**src/rtl/ea_pkg.sv**
```systemverilog
package ea_pkg;
  localparam int ADDR_W = 32;
  localparam int EXT_W  = 16;
  localparam int NUM_REG = 8;

  typedef enum logic [1:0] {
    SZ_BYTE = 2'd0,
    SZ_WORD = 2'd1,
    SZ_LONG = 2'd2,
    SZ_LONG_ALT = 2'd3
  } size_e;

  localparam logic [2:0] MODE_IND  = 3'd2;
  localparam logic [2:0] MODE_POST = 3'd3;
  localparam logic [2:0] MODE_PRE  = 3'd4;
  localparam logic [2:0] MODE_DISP = 3'd5;
  localparam logic [2:0] MODE_IDX  = 3'd6;
  localparam logic [2:0] MODE_EXT  = 3'd7;
  localparam logic [2:0] XREG_ABS_S = 3'd0;
  localparam logic [2:0] XREG_ABS_L = 3'd1;
endpackage

```
**src/rtl/ea_step.sv**
```systemverilog
module ea_step
  import ea_pkg::*;
#(
  parameter int SP_REG = 7
) (
  input  logic [1:0] op_size,
  input  logic [2:0] reg_sel,
  output logic [2:0] step
);
  size_e sz;
  always_comb begin
    sz = size_e'(op_size);
    unique case (sz)
      SZ_BYTE: step = (reg_sel == 3'(SP_REG)) ? 3'd2 : 3'd1;
      SZ_WORD: step = 3'd2;
      default: step = 3'd4;
    endcase
  end
endmodule

```
**src/rtl/ea_index.sv**
```systemverilog
module ea_index #(
  parameter int AW   = 32,
  parameter int NREG = 8,
  localparam int RSEL = $clog2(NREG)
) (
  input  logic [NREG*AW-1:0] areg_flat,
  input  logic [NREG*AW-1:0] dreg_flat,
  input  logic               use_areg,
  input  logic [RSEL-1:0]    idx_reg,
  input  logic               idx_long,
  input  logic [7:0]         disp8,
  output logic [AW-1:0]      offset
);
  logic [AW-1:0] raw;
  logic [AW-1:0] idx_val;
  logic [AW-1:0] disp_ext;

  always_comb begin
    raw      = use_areg ? areg_flat[idx_reg*AW +: AW] : dreg_flat[idx_reg*AW +: AW];
    idx_val  = idx_long ? raw : {{(AW-16){raw[15]}}, raw[15:0]};
    disp_ext = {{(AW-8){disp8[7]}}, disp8};
    offset   = idx_val + disp_ext;
  end
endmodule

```
**src/rtl/ea_core.sv**
```systemverilog
module ea_core
  import ea_pkg::*;
#(
  parameter int AW   = 32,
  parameter int EW   = 16,
  parameter int NREG = 8
) (
  input  logic [2:0]         ea_mode,
  input  logic [2:0]         ea_reg,
  input  logic [1:0]         op_size,
  input  logic [NREG*AW-1:0] areg_flat,
  input  logic [NREG*AW-1:0] dreg_flat,
  input  logic [EW-1:0]      ext_w0,
  input  logic [EW-1:0]      ext_w1,
  output logic [AW-1:0]      nx_addr,
  output logic               nx_we,
  output logic [AW-1:0]      nx_wdata,
  output logic [1:0]         nx_ext
);
  logic [2:0]    step;
  logic [AW-1:0] idx_off;
  logic [AW-1:0] base;
  logic [AW-1:0] step_w;
  logic [AW-1:0] w0_sx;

  ea_step #(.SP_REG(NREG-1)) u_step (
    .op_size (op_size),
    .reg_sel (ea_reg),
    .step    (step)
  );

  ea_index #(.AW(AW), .NREG(NREG)) u_index (
    .areg_flat (areg_flat),
    .dreg_flat (dreg_flat),
    .use_areg  (ext_w0[15]),
    .idx_reg   (ext_w0[14:12]),
    .idx_long  (ext_w0[11]),
    .disp8     (ext_w0[7:0]),
    .offset    (idx_off)
  );

  always_comb begin
    base     = areg_flat[ea_reg*AW +: AW];
    step_w   = AW'(step);
    w0_sx    = {{(AW-EW){ext_w0[EW-1]}}, ext_w0};
    nx_addr  = '0;
    nx_we    = 1'b0;
    nx_wdata = '0;
    nx_ext   = 2'd0;
    case (ea_mode)
      MODE_IND:  nx_addr = base;
      MODE_POST: begin
        nx_addr  = base;
        nx_we    = 1'b1;
        nx_wdata = base + step_w;
      end
      MODE_PRE: begin
        nx_wdata = base - step_w;
        nx_addr  = base - step_w;
        nx_we    = 1'b1;
      end
      MODE_DISP: begin
        nx_addr = base + w0_sx;
        nx_ext  = 2'd1;
      end
      MODE_IDX: begin
        nx_addr = base + idx_off;
        nx_ext  = 2'd1;
      end
      MODE_EXT: begin
        if (ea_reg == XREG_ABS_S) begin
          nx_addr = w0_sx;
          nx_ext  = 2'd1;
        end else if (ea_reg == XREG_ABS_L) begin
          nx_addr = AW'({ext_w0, ext_w1});
          nx_ext  = 2'd2;
        end
      end
      default: ;
    endcase
  end
endmodule

```
**src/rtl/ea_calc.sv**
```systemverilog
module ea_calc
  import ea_pkg::*;
#(
  parameter int AW   = ADDR_W,
  parameter int EW   = EXT_W,
  parameter int NREG = NUM_REG
) (
  input  logic               clk,
  input  logic               rst,
  input  logic               in_valid,
  input  logic [2:0]         ea_mode,
  input  logic [2:0]         ea_reg,
  input  logic [1:0]         op_size,
  input  logic [NREG*AW-1:0] areg_flat,
  input  logic [NREG*AW-1:0] dreg_flat,
  input  logic [EW-1:0]      ext_w0,
  input  logic [EW-1:0]      ext_w1,
  output logic               out_valid,
  output logic [AW-1:0]      ea_addr,
  output logic               an_we,
  output logic [2:0]         an_idx,
  output logic [AW-1:0]      an_wdata,
  output logic [1:0]         ext_used
);
  logic [AW-1:0] nx_addr;
  logic          nx_we;
  logic [AW-1:0] nx_wdata;
  logic [1:0]    nx_ext;

  ea_core #(.AW(AW), .EW(EW), .NREG(NREG)) u_core (
    .ea_mode   (ea_mode),
    .ea_reg    (ea_reg),
    .op_size   (op_size),
    .areg_flat (areg_flat),
    .dreg_flat (dreg_flat),
    .ext_w0    (ext_w0),
    .ext_w1    (ext_w1),
    .nx_addr   (nx_addr),
    .nx_we     (nx_we),
    .nx_wdata  (nx_wdata),
    .nx_ext    (nx_ext)
  );

  always_ff @(posedge clk) begin
    if (rst) begin
      out_valid <= 1'b0;
      ea_addr   <= '0;
      an_we     <= 1'b0;
      an_idx    <= '0;
      an_wdata  <= '0;
      ext_used  <= 2'd0;
    end else begin
      out_valid <= in_valid;
      if (in_valid) begin
        ea_addr  <= nx_addr;
        an_we    <= nx_we;
        an_idx   <= ea_reg;
        an_wdata <= nx_wdata;
        ext_used <= nx_ext;
      end
    end
  end
endmodule

```
**config.mk**
```make
export PLATFORM = sky130hd
export DESIGN_NAME = ea_calc
export DESIGN_NICKNAME = d
export VERILOG_FILES = /design/src/rtl/ea_pkg.sv /design/src/rtl/ea_step.sv /design/src/rtl/ea_index.sv /design/src/rtl/ea_core.sv /design/src/rtl/ea_calc.sv
export SDC_FILE = /design/constraint.sdc
export NUM_CORES = 1
export LEC_CHECK = 0
export BUFFER_PORTS_ARGS = -buffer_cell sky130_fd_sc_hd__buf_4
export CAP_MARGIN = 40
export CELL_PAD_IN_SITES_DETAIL_PLACEMENT = 1
export CELL_PAD_IN_SITES_GLOBAL_PLACEMENT = 2
export CORE_AREA = 4 4 239 241
export DETAILED_ROUTE_END_ITERATION = 10
export DIE_AREA = 0 0 243 245
export PLACE_DENSITY = 0.79
export SYNTH_ARGS = -nofsm -noshare
export SYNTH_HDL_FRONTEND = slang
export SYNTH_SLANG_ARGS = --single-unit
```
**constraint.sdc**
```tcl
create_clock -name clk -period 18.5 [get_ports clk]
set_input_delay 3.7 -clock clk [delete_from_list [all_inputs] [get_ports clk]]
set_output_delay 3.7 -clock clk [all_outputs]
set_load 0.05 [all_outputs]
```
# Yosys cells after proc, flatten, opt, wreduce, memory -nomap -nowiden
# Cells that the tools add are included.
dict set report classes {
  n_addsub 5
  eq_ne 9
  shifts 3
  n_mux 12
  n_reduce_logical 5
}
# op count
set ops {}
lappend ops {{indexed part select 256 x 9 -> 32 bit} 3}
lappend ops {{one-hot mux 32 bit (5 select lines)} 1}
lappend ops {{two-way mux 32 bit} 4}
lappend ops {{adder 32 bit} 3}
lappend ops {{one-hot mux 32 bit (2 select lines)} 1}
lappend ops {{adder 32 x 3 -> 32 bit} 1}
lappend ops {{subtractor 32 x 3 -> 32 bit} 1}
lappend ops {{== test 3 bit, second input constant} 5}
lappend ops {{== test 3 x 2 -> 1 bit, second input constant} 2}
lappend ops {{two-way mux 2 bit} 3}
lappend ops {{one-hot mux 3 bit (2 select lines)} 1}
lappend ops {{OR reduction 2 bit} 3}
lappend ops {{one-hot mux 2 bit (2 select lines)} 1}
lappend ops {{== test 3 x 1 -> 1 bit, second input constant} 1}
lappend ops {{zero test 3 bit} 1}
lappend ops {{== test 2 x 1 -> 1 bit, second input constant} 1}
lappend ops {{zero test 2 bit} 1}
lappend ops {{two-way mux 1 bit} 1}
dict set report totals {
  register_bits 71
  inputBits 555
  output_inout_bits 71
  wordCells 40
}

# Logic depth before layout (Yosys ltp)
# Gate-level depths: netlist of run 1.
dict set report logic_depth {
  depth_word 6
  ltp_mapped 21
}

# By module
# Synthesis of run 1 repeated with hierarchy kept, for this count alone.
dict set report hier_totals {
  cells_unflattened 1693
  area_unflattened_um2 15428.5
}
# module n_inst cells_per_inst area_per_inst_um2
set by_module_without_submodules {}
lappend by_module_without_submodules {ea_core 1 985 7188.1}
lappend by_module_without_submodules {ea_index 1 476 5677.9}
lappend by_module_without_submodules {ea_calc 1 228 2539.9}
lappend by_module_without_submodules {ea_step 1 4 22.5}

# Worst setup path before layout of run 1
# Ideal clock, no wire load.
dict set report synth_path {
  path_type {in2reg}
  start {input ext_w0[12]}
  end {register ea_addr[30]}
  arrival_time_ns 9.112
  setup_slack_ns 9.263
  path_stages 17
  path_cell_list {buf_2 > buf_1 > clkbuf_1 > buf_1 > mux4_2 > mux4_2 > fa_1 > ha_1 > a211oi_1 > nor2_1 > a2111oi_0 > o211ai_1 > a41oi_1 > o21ai_0 > xnor2_1 > nor2_1 > o41a_1}
}
dict set report synth_via {
  elab_chain_cells 6
  elab_cells_between_ends 8
  cone_classes {3 x add/sub; 2 x shift; 3 x mux}
}
# element line_no
set synth_rtl {}
lappend synth_rtl {{start, declared} ea_calc.sv:16} ;# input logic [EW-1:0] ext_w0,
lappend synth_rtl {{indexed part select 256 x 9 -> 32 bit} ea_index.sv:19} ;# raw = use_areg ? areg_flat[idx_reg*AW +: AW] : dreg_flat[idx_reg*AW +: AW];
lappend synth_rtl {{two-way mux 32 bit} ea_index.sv:19}
lappend synth_rtl {{two-way mux 32 bit} ea_index.sv:20} ;# idx_val = idx_long ? raw : {{(AW-16){raw[15]}}, raw[15:0]};
lappend synth_rtl {{adder 32 bit} ea_index.sv:22} ;# offset = idx_val + disp_ext;
lappend synth_rtl {{adder 32 bit} ea_core.sv:67} ;# nx_addr = base + idx_off;
lappend synth_rtl {{one-hot mux 32 bit (5 select lines) (*)} ea_core.sv:50} ;# case (ea_mode)
lappend synth_rtl {{end signal, assigned} ea_calc.sv:55} ;# ea_addr <= nx_addr;
lappend synth_rtl {{end, declared} ea_calc.sv:19} ;# output logic [AW-1:0] ea_addr,
# Mark *: on every way between the ends. The rest lies on a longest branch, timed or not.
# A chain may end at the register's enable or synchronous reset.

# Worst setup path after layout of run 1
dict set report layout_path {
  start {input ea_reg[1]}
  end {register ea_addr[30]}
}
dict set report layout_via {
  elab_chain_cells 5
  elab_cells_between_ends 12
  cone_classes {3 x add/sub; 2 x eq/ne; 1 x shift; 5 x mux; 1 x reduce/logical}
}
# element line_no
set layout_rtl {}
lappend layout_rtl {{start, declared} ea_calc.sv:12} ;# input logic [2:0] ea_reg,
lappend layout_rtl {{branches (longest 4 deep; another with adder 32 bit)} n/a}
lappend layout_rtl {{one-hot mux 32 bit (5 select lines) (*)} ea_core.sv:50}
# Mark *: on every way between the ends.

==> impl_results.md, run 1 <==
- Clock slew at reported path FFs: ~80 ps
- Clock network power share: 0.144
- RSZ-0062 raised after global routing: false
- Max-slew headroom: 0.434
- Post-DP HPWL: 84,800 um
- Power after layout: 1320 uW
- Tmin final: ~9600 ps
- Core ar.: between 50,000 and 60,000 um2
- Nets@finish: 2,857
- Outcome: complete, no violations
- CP cell instances: buf_4 -> buf_4 -> mux4_2 -> mux2i_1 -> inv_1 -> fa_1 -> ha_1 -> a21oi_1 -> o21ai_0 -> a2111oi_0 -> buf_4 -> o211ai_1 -> a41oi_1 -> o21ai_0 -> xnor2_1 -> nor2_1 -> o41a_1
- DRC violation count after routing: 0
- Number of flops mapped to enable cells by yosys: 0
- Reg-to-reg slack, setup: 17,280 ps
- CTS Hold Bufs: 0
- Synth Instances: 1,664
- TritonRoute pass-1 iters: 5
- Synth Area in XOR/XNOR: 0.0417
- Initial antenna violation count: 14
- Crit-path max cell delay: 760 ps
- Post-synth top area share: 0.318
- Most common cell after layout, fill and taps aside: buf_4
- Setup crit end kind: flip-flop
- DR iter-0 viols: 1,831
- Layout cells sized above 1: 0.429
- Part of the power in registers: 0.131
- CP arrival: 9830 ps
- Simple-gate portion of the synthesized area: 0.166
- Largest family of logic cells by synthesized area: multiplexers
- Area Growth Syn to Fin: 36.2%
- Initial Util: 0.283
- Max Clk Rate: 104 MHz
- Vias/cell: between 6 and 7
- Hold endpoint: ea_addr[7]
- Num CTS Buffers: 9
- Hold path startpoint: ea_addr[7]
- WHS Path Cells: 2
- First-pass GRT wire length: 141,000 um
- Sequential area share after synthesis: 0.0915
- Post-synth net total: 2,322
- H-tree Lvls: 3
- Rows: 86
- Setup tns final: 0 ps
- Vias post-DR: 18,300
- Endpoints failing hold: 0
- Startpoint Class: input port
- Post-synth cell types: ~100
- Crit path max-delay cell type: buf_4
- Main synth FF type: dfxtp_1
- Setup bufs post-CTS: 0
- Vias in the first global route: 18,700
- Sw power: 650 uW
- IO Port Bufs: between 600 and 700
- Root Buffer: clkbuf_16
- WS Path Type: in2reg
- Most frequent cells in the layout: buf_4, mux4_2, nand2_1, nor2_1, a21oi_1
- Power Dens Cells: roughly 62 nW/um2
- Compound-gate portion of the synthesized area: 0.201
- Proportion of synthesized area in mux cells: 0.349
- Clk_lat worst skew: 350 ps
- IO Pins: around 630
- VDD IR max: ~0.000049 V
- Max-slew violation count: 0
- Share of flip-flops with an asynchronous set or reset: 0
- Part of the power in combinational logic: 0.725
- Vert. Die Dim: approximately 250 um
- Period Utilization, post-route: 0.518
- Mapped Area: 15,500 um2
- R2r startpoint: ea_addr[28]
- Crit path top cell by count: buf_4
- WL per Instance: 34.7 um
- Internal: approximately 670 uW
- Total grt overflow: 0
- Hold WC Path Type: reg2reg
- CTS max path bufs: 2
- Largest net degree at the start of global routing: 57
- Number of gates resized after CTS: 0
- Worst Tran Pin Value: 849 ps
- TritonCTS clock tree: done
- Worst-path fanout max: 44
- Placer congestion estimate: 1.03
- Pleak: 0.00870 uW
- Yosys top cell by area: mux4_2
- Total Routing Usage GR: 0.324
- Yosys warning count: 0
- Worst R2R Path Depth: 4
- Die X: 243 um
- Die area: 59,500 um2
- # setup viols final: 0
- Clock sinks: 71
- Max Cap Viol: 0
- Synth Area per Inst: 9.33 um2
- Sw frac: 0.493
- Post-detailed-routing wire length: 101,000 um
- WHS: 457 ps
- Post-Synth Adder-Cell Area: 0.0999
- End of the worst register-to-register path: ea_addr[28]
- Skew final: 0 ps
- Required @ worst endpoint: 18,760 ps
- Top post-synthesis cells by area: mux4_2, dfxtp_1, ha_1
- Detail Route Antenna Nets: 0
- Yosys reg bits: between 70 and 80
## through the flow
stage	cell area [um2]	std cells	setup slack (ps)	utilization
final	21100	2916	8920	0.385
after global routing	21100	2915	8600	0.385
after CTS	21100	2908	9020	0.385
after detailed placement	20800	2892	8660	0.380
after global placement	20700	2882	8700	0.377
after floorplan	15500	1664	9260	-
## worst max-delay path, delay by kind of cell
kind / cells / cell delay [ps]
AO/OA/AOI/OAI: 7 / 2060
XOR/XNOR: 1 / 160
adder cells (fa/ha/maj): 2 / 900
buffers and inverters: 4 / 1720
multiplexers: 2 / 1150
AND/OR/NAND/NOR: 1 / 60
## sequential cells by signal, indices dropped and copies added (netlist names)
signal / count
an_wdata: 32
ext_used: 2
an_we: 1
out_valid: 1
an_idx: 3
ea_addr: 32
## power groups by stage
stage          clock [uW]  combinational, uW  sequential [uW]
2_1_floorplan           0                550              210
3_3_place_gp            0                915              176
3_5_place_dp            0                933              176
4_1_cts               190                937              173
5_1_grt               196               1020              174
6_report              190                958              173
## logic make-up after synthesis
group / Yosys count
buffers and inverters: 179
XOR/XNOR: 74
flip-flops: 71
adder cells (fa/ha/maj): 103
multiplexers: 259
AND/OR/NAND/NOR: 524
AO/OA/AOI/OAI: 454
## routing by layer
metal  vias up  track usage  part of all wire
met1      9444        0.444              0.42
met2      1013        0.530              0.47
met5         -            0           0.00042
met4         6       0.0784             0.025
li1       7677            -                 -
met3       124       0.0605             0.081
## worst max-delay path by stage
stage	cells past startpoint	startpoint	endpoint
detailed placement	17	ea_reg[1]	ea_addr[30]
global placement	16	ext_w0[12]	ea_addr[30]
CTS	17	ea_reg[1]	ea_addr[30]
global route	17	ea_reg[1]	ea_addr[30]
finish	17	ea_reg[1]	ea_addr[30]
floorplan	17	ext_w0[12]	ea_addr[30]
## Yosys cell counts (23+ instances only)
cell type / number
mux4_2: 219
xor2_1: 27
xnor2_1: 47
nor2_1: 131
nand3_1: 54
o22ai_1: 26
ha_1: 68
a21o_1: 29
inv_1: 44
fa_1: 35
o21ai_0: 76
nand2_1: 164
nor3_1: 47
a21oi_1: 110
dfxtp_1: 71
clkbuf_1: 84
mux2i_1: 23
## cell type report
class | instances | area [um2]
flip-flops and latches | 71 | 1420
well taps | 704 | 881
repair buffers | 657 | 5020
diodes | 8 | 20.0
multi-input cells | 1414 | 13300
fillers | 6385 | 33700
clock inverters | 6 | 68.8
inverters | 46 | 175
clock buffers | 10 | 229
No activity file was read; power rests on OpenSTA's default activity.
==> run 2: changes to the inputs <==
--- a/config.mk
+++ b/config.mk
@@ -9,10 +9,11 @@
 export CAP_MARGIN = 40
 export CELL_PAD_IN_SITES_DETAIL_PLACEMENT = 1
 export CELL_PAD_IN_SITES_GLOBAL_PLACEMENT = 2
-export CORE_AREA = 4 4 239 241
+export CORE_ASPECT_RATIO = 0.8
+export CORE_MARGIN = 4
+export CORE_UTILIZATION = 29
 export DETAILED_ROUTE_END_ITERATION = 10
-export DIE_AREA = 0 0 243 245
-export PLACE_DENSITY = 0.79
+export PLACE_DENSITY = 0.81
 export SYNTH_ARGS = -nofsm -noshare
 export SYNTH_HDL_FRONTEND = slang
 export SYNTH_SLANG_ARGS = --single-unit
==> constraint.sdc (replaced) <==
create_clock -name clk -period 10 [get_ports clk]
set_input_delay 2 -clock clk [delete_from_list [all_inputs] [get_ports clk]]
set_output_delay 2 -clock clk [all_outputs]
set_load 0.05 [all_outputs]
==> run 2 against run 1 <==
Sequential share of layout area about the same. Cell count about the same. Worst setup slack got worse by 6300 ps. Total power is 83% higher. Largest cell class unchanged. Highest routed layer unchanged.
==> impl_results.md, run 2 (synthesis results as in run 1) <==
- Worst Tran Pin Value: 991 ps
- Power Dens Cells: 114 nW/um2
- Power after layout: 2420 uW
- Area Growth Syn to Fin: 36.4%
- Placed inst area: 20,800 um2
- IO Pins: 626
- Clk_lat worst skew: approximately 370 ps
- IO Port Bufs: about 630
- Setup crit end kind: flip-flop
- CP arrival: 7660 ps
- Largest net degree at the start of global routing: 82
- Tmin final: around 7400 ps
- Period Utilization, post-route: 0.740
- Uppermost layer routed: met5
- Final Cell Area: 21,200 um2
- Core ar.: 52,700 um2
- Largest regs: an_wdata: 32 flops, ea_addr: 32 flops, an_idx: 3 flops
- Max-slew violation count: 0
- Reg area: 1420 um2
- Setup bufs post-CTS: 0
- Clock sinks: 71
- Multi-input combinational cell area: around 13,000 um2
- Vias in the first global route: 19,400
- Clock network power share: 0.142
- Internal: 1240 uW
- Startpoint Class: input port
- Final non-filler cell total: 2,914
- Max-slew headroom: 0.339
- Layout cells sized above 1: 0.429
- Required @ worst endpoint: 10,260 ps
- WL met1: 39,800 um
- Vias/cell: between 6 and 7
- Vert. Die Dim: 215 um
- Rows: 75
- Placer congestion estimate: a little under 1
- Met2 routed WL: 47,500 um
- Root Buffer: clkbuf_16
- Num CTS Buffers: 9
- Post-detailed-routing wire length: 99,300 um
- Part of the power in combinational logic: 0.726
- Hold WC Path Type: reg2reg
- Sw power: between 1000 and 1500 uW
- Total Routing Usage GR: 0.335
- # fillers: just over 6,000
- CTS Hold Bufs: 0
- TritonRoute pass-1 iters: 5
- Clock slew at reported path FFs: 60 ps
- Post-DP HPWL: ~82,000 um
- First-pass GRT wire length: 141,000 um
- Number of gates resized after CTS: 0
- Detail Route Antenna Nets: 0
- Detail Route met3 WL: 8630 um
- Most frequent cells in the layout: buf_4, mux4_2, nand2_1, nor2_1, a21oi_1
- DRC violation count after routing: 0
- DR iter-0 viols: between 1,500 and 2,000
- Skew final: 0 ps
- Most common cell after layout, fill and taps aside: buf_4
- Max Clk Rate: between 100 and 150 MHz
- Pleak: approximately 0.0087 uW
- Die X: 267 um
- WHS: 450 ps
- Endpoints failing hold: 0
- Die area: 57,300 um2
- H-tree Lvls: 3
- RSZ-0062 raised after global routing: false
- TritonCTS clock tree: done
- Initial antenna violation count: 23
- Max Cap Viol: 0
- R2r startpoint: ea_addr[24]
- Part of the power in registers: 0.132
- VDD IR max: 0.0000981 V
- Placed instance count: 2,881
- Nets@finish: 2,859
- Total grt overflow: 0
- # setup viols final: 0
- CTS max path bufs: 2
- Worst-path fanout max: 36
- Outcome: complete, no violations
- WS Path Type: in2reg
- Setup tns final: 0 ps
- Hold path startpoint: ea_addr[7]
- Vias post-DR: 18,400
- Sw frac: 0.486
- Initial Util: 0.294
- WL per Instance: ~34 um
- Crit. Startpoint: ea_reg[1]
[run 2: changes by cell type in the layout (fill, tap and decap cells not counted), sizes merged]
cell	before	now
buf	655	658
clkdlybuf4s18	1	0
clkinv	3	4
inv	47	46
diode	8	15
[run 2: routing by layer]
metal  GRT usage  vias to the layer above
met5           0                        -
met4      0.0959                       16
met3      0.0639                      177
met2       0.566                     1090
met1       0.439                     9414
li1            -                     7705
[run 2: metrics by stage]
step	setup slack [ps]	utilization
detailed placement	2240	0.394
CTS	2610	0.400
global placement	2220	0.392
global route	2260	0.401
floorplan	2460	-
finish	2600	0.402
[run 2: final cells by class]
type | count | share of cell area
clock inverters | 6 | 0.00289
repair buffers | 659 | 0.239
inverters | 46 | 0.00827
flip-flops and latches | 71 | 0.0671
diodes | 15 | 0.00177
well taps | 693 | 0.0409
multi-input cells | 1414 | 0.630
clock buffers | 10 | 0.0108
[run 2: critical path, cell delays in order]
cell       delay (ps)
buf_4             470
buf_12            300
buf_4             400
mux4_2            550
mux2i_1           420
inv_1             240
fa_1              490
ha_1              410
nand2_1           120
o21ai_0           410
a2111oi_0         140
buf_4             180
o211ai_1          380
a41oi_1           280
o21ai_0           260
xnor2_1           140
nor2_1             60
o41a_1            330
[run 2: worst paths after layout]
check / endpoint / slack (ps) / cells after the start
hold / removal: ea_addr[7] / 450 / 2
setup / recovery: ea_addr[30] / 2600 / 18
setup reg to reg: ea_addr[24] / 8740 / 5
hold reg to reg: ea_addr[7] / 450 / 2
[run 2: power groups by stage]
stage	registers [uW]	logic, uW	clock network, uW
floorplan	389	1020	0
global placement	326	1690	0
detailed placement	325	1730	0
CTS	319	1740	347
global route	322	1880	358
finish	320	1750	342
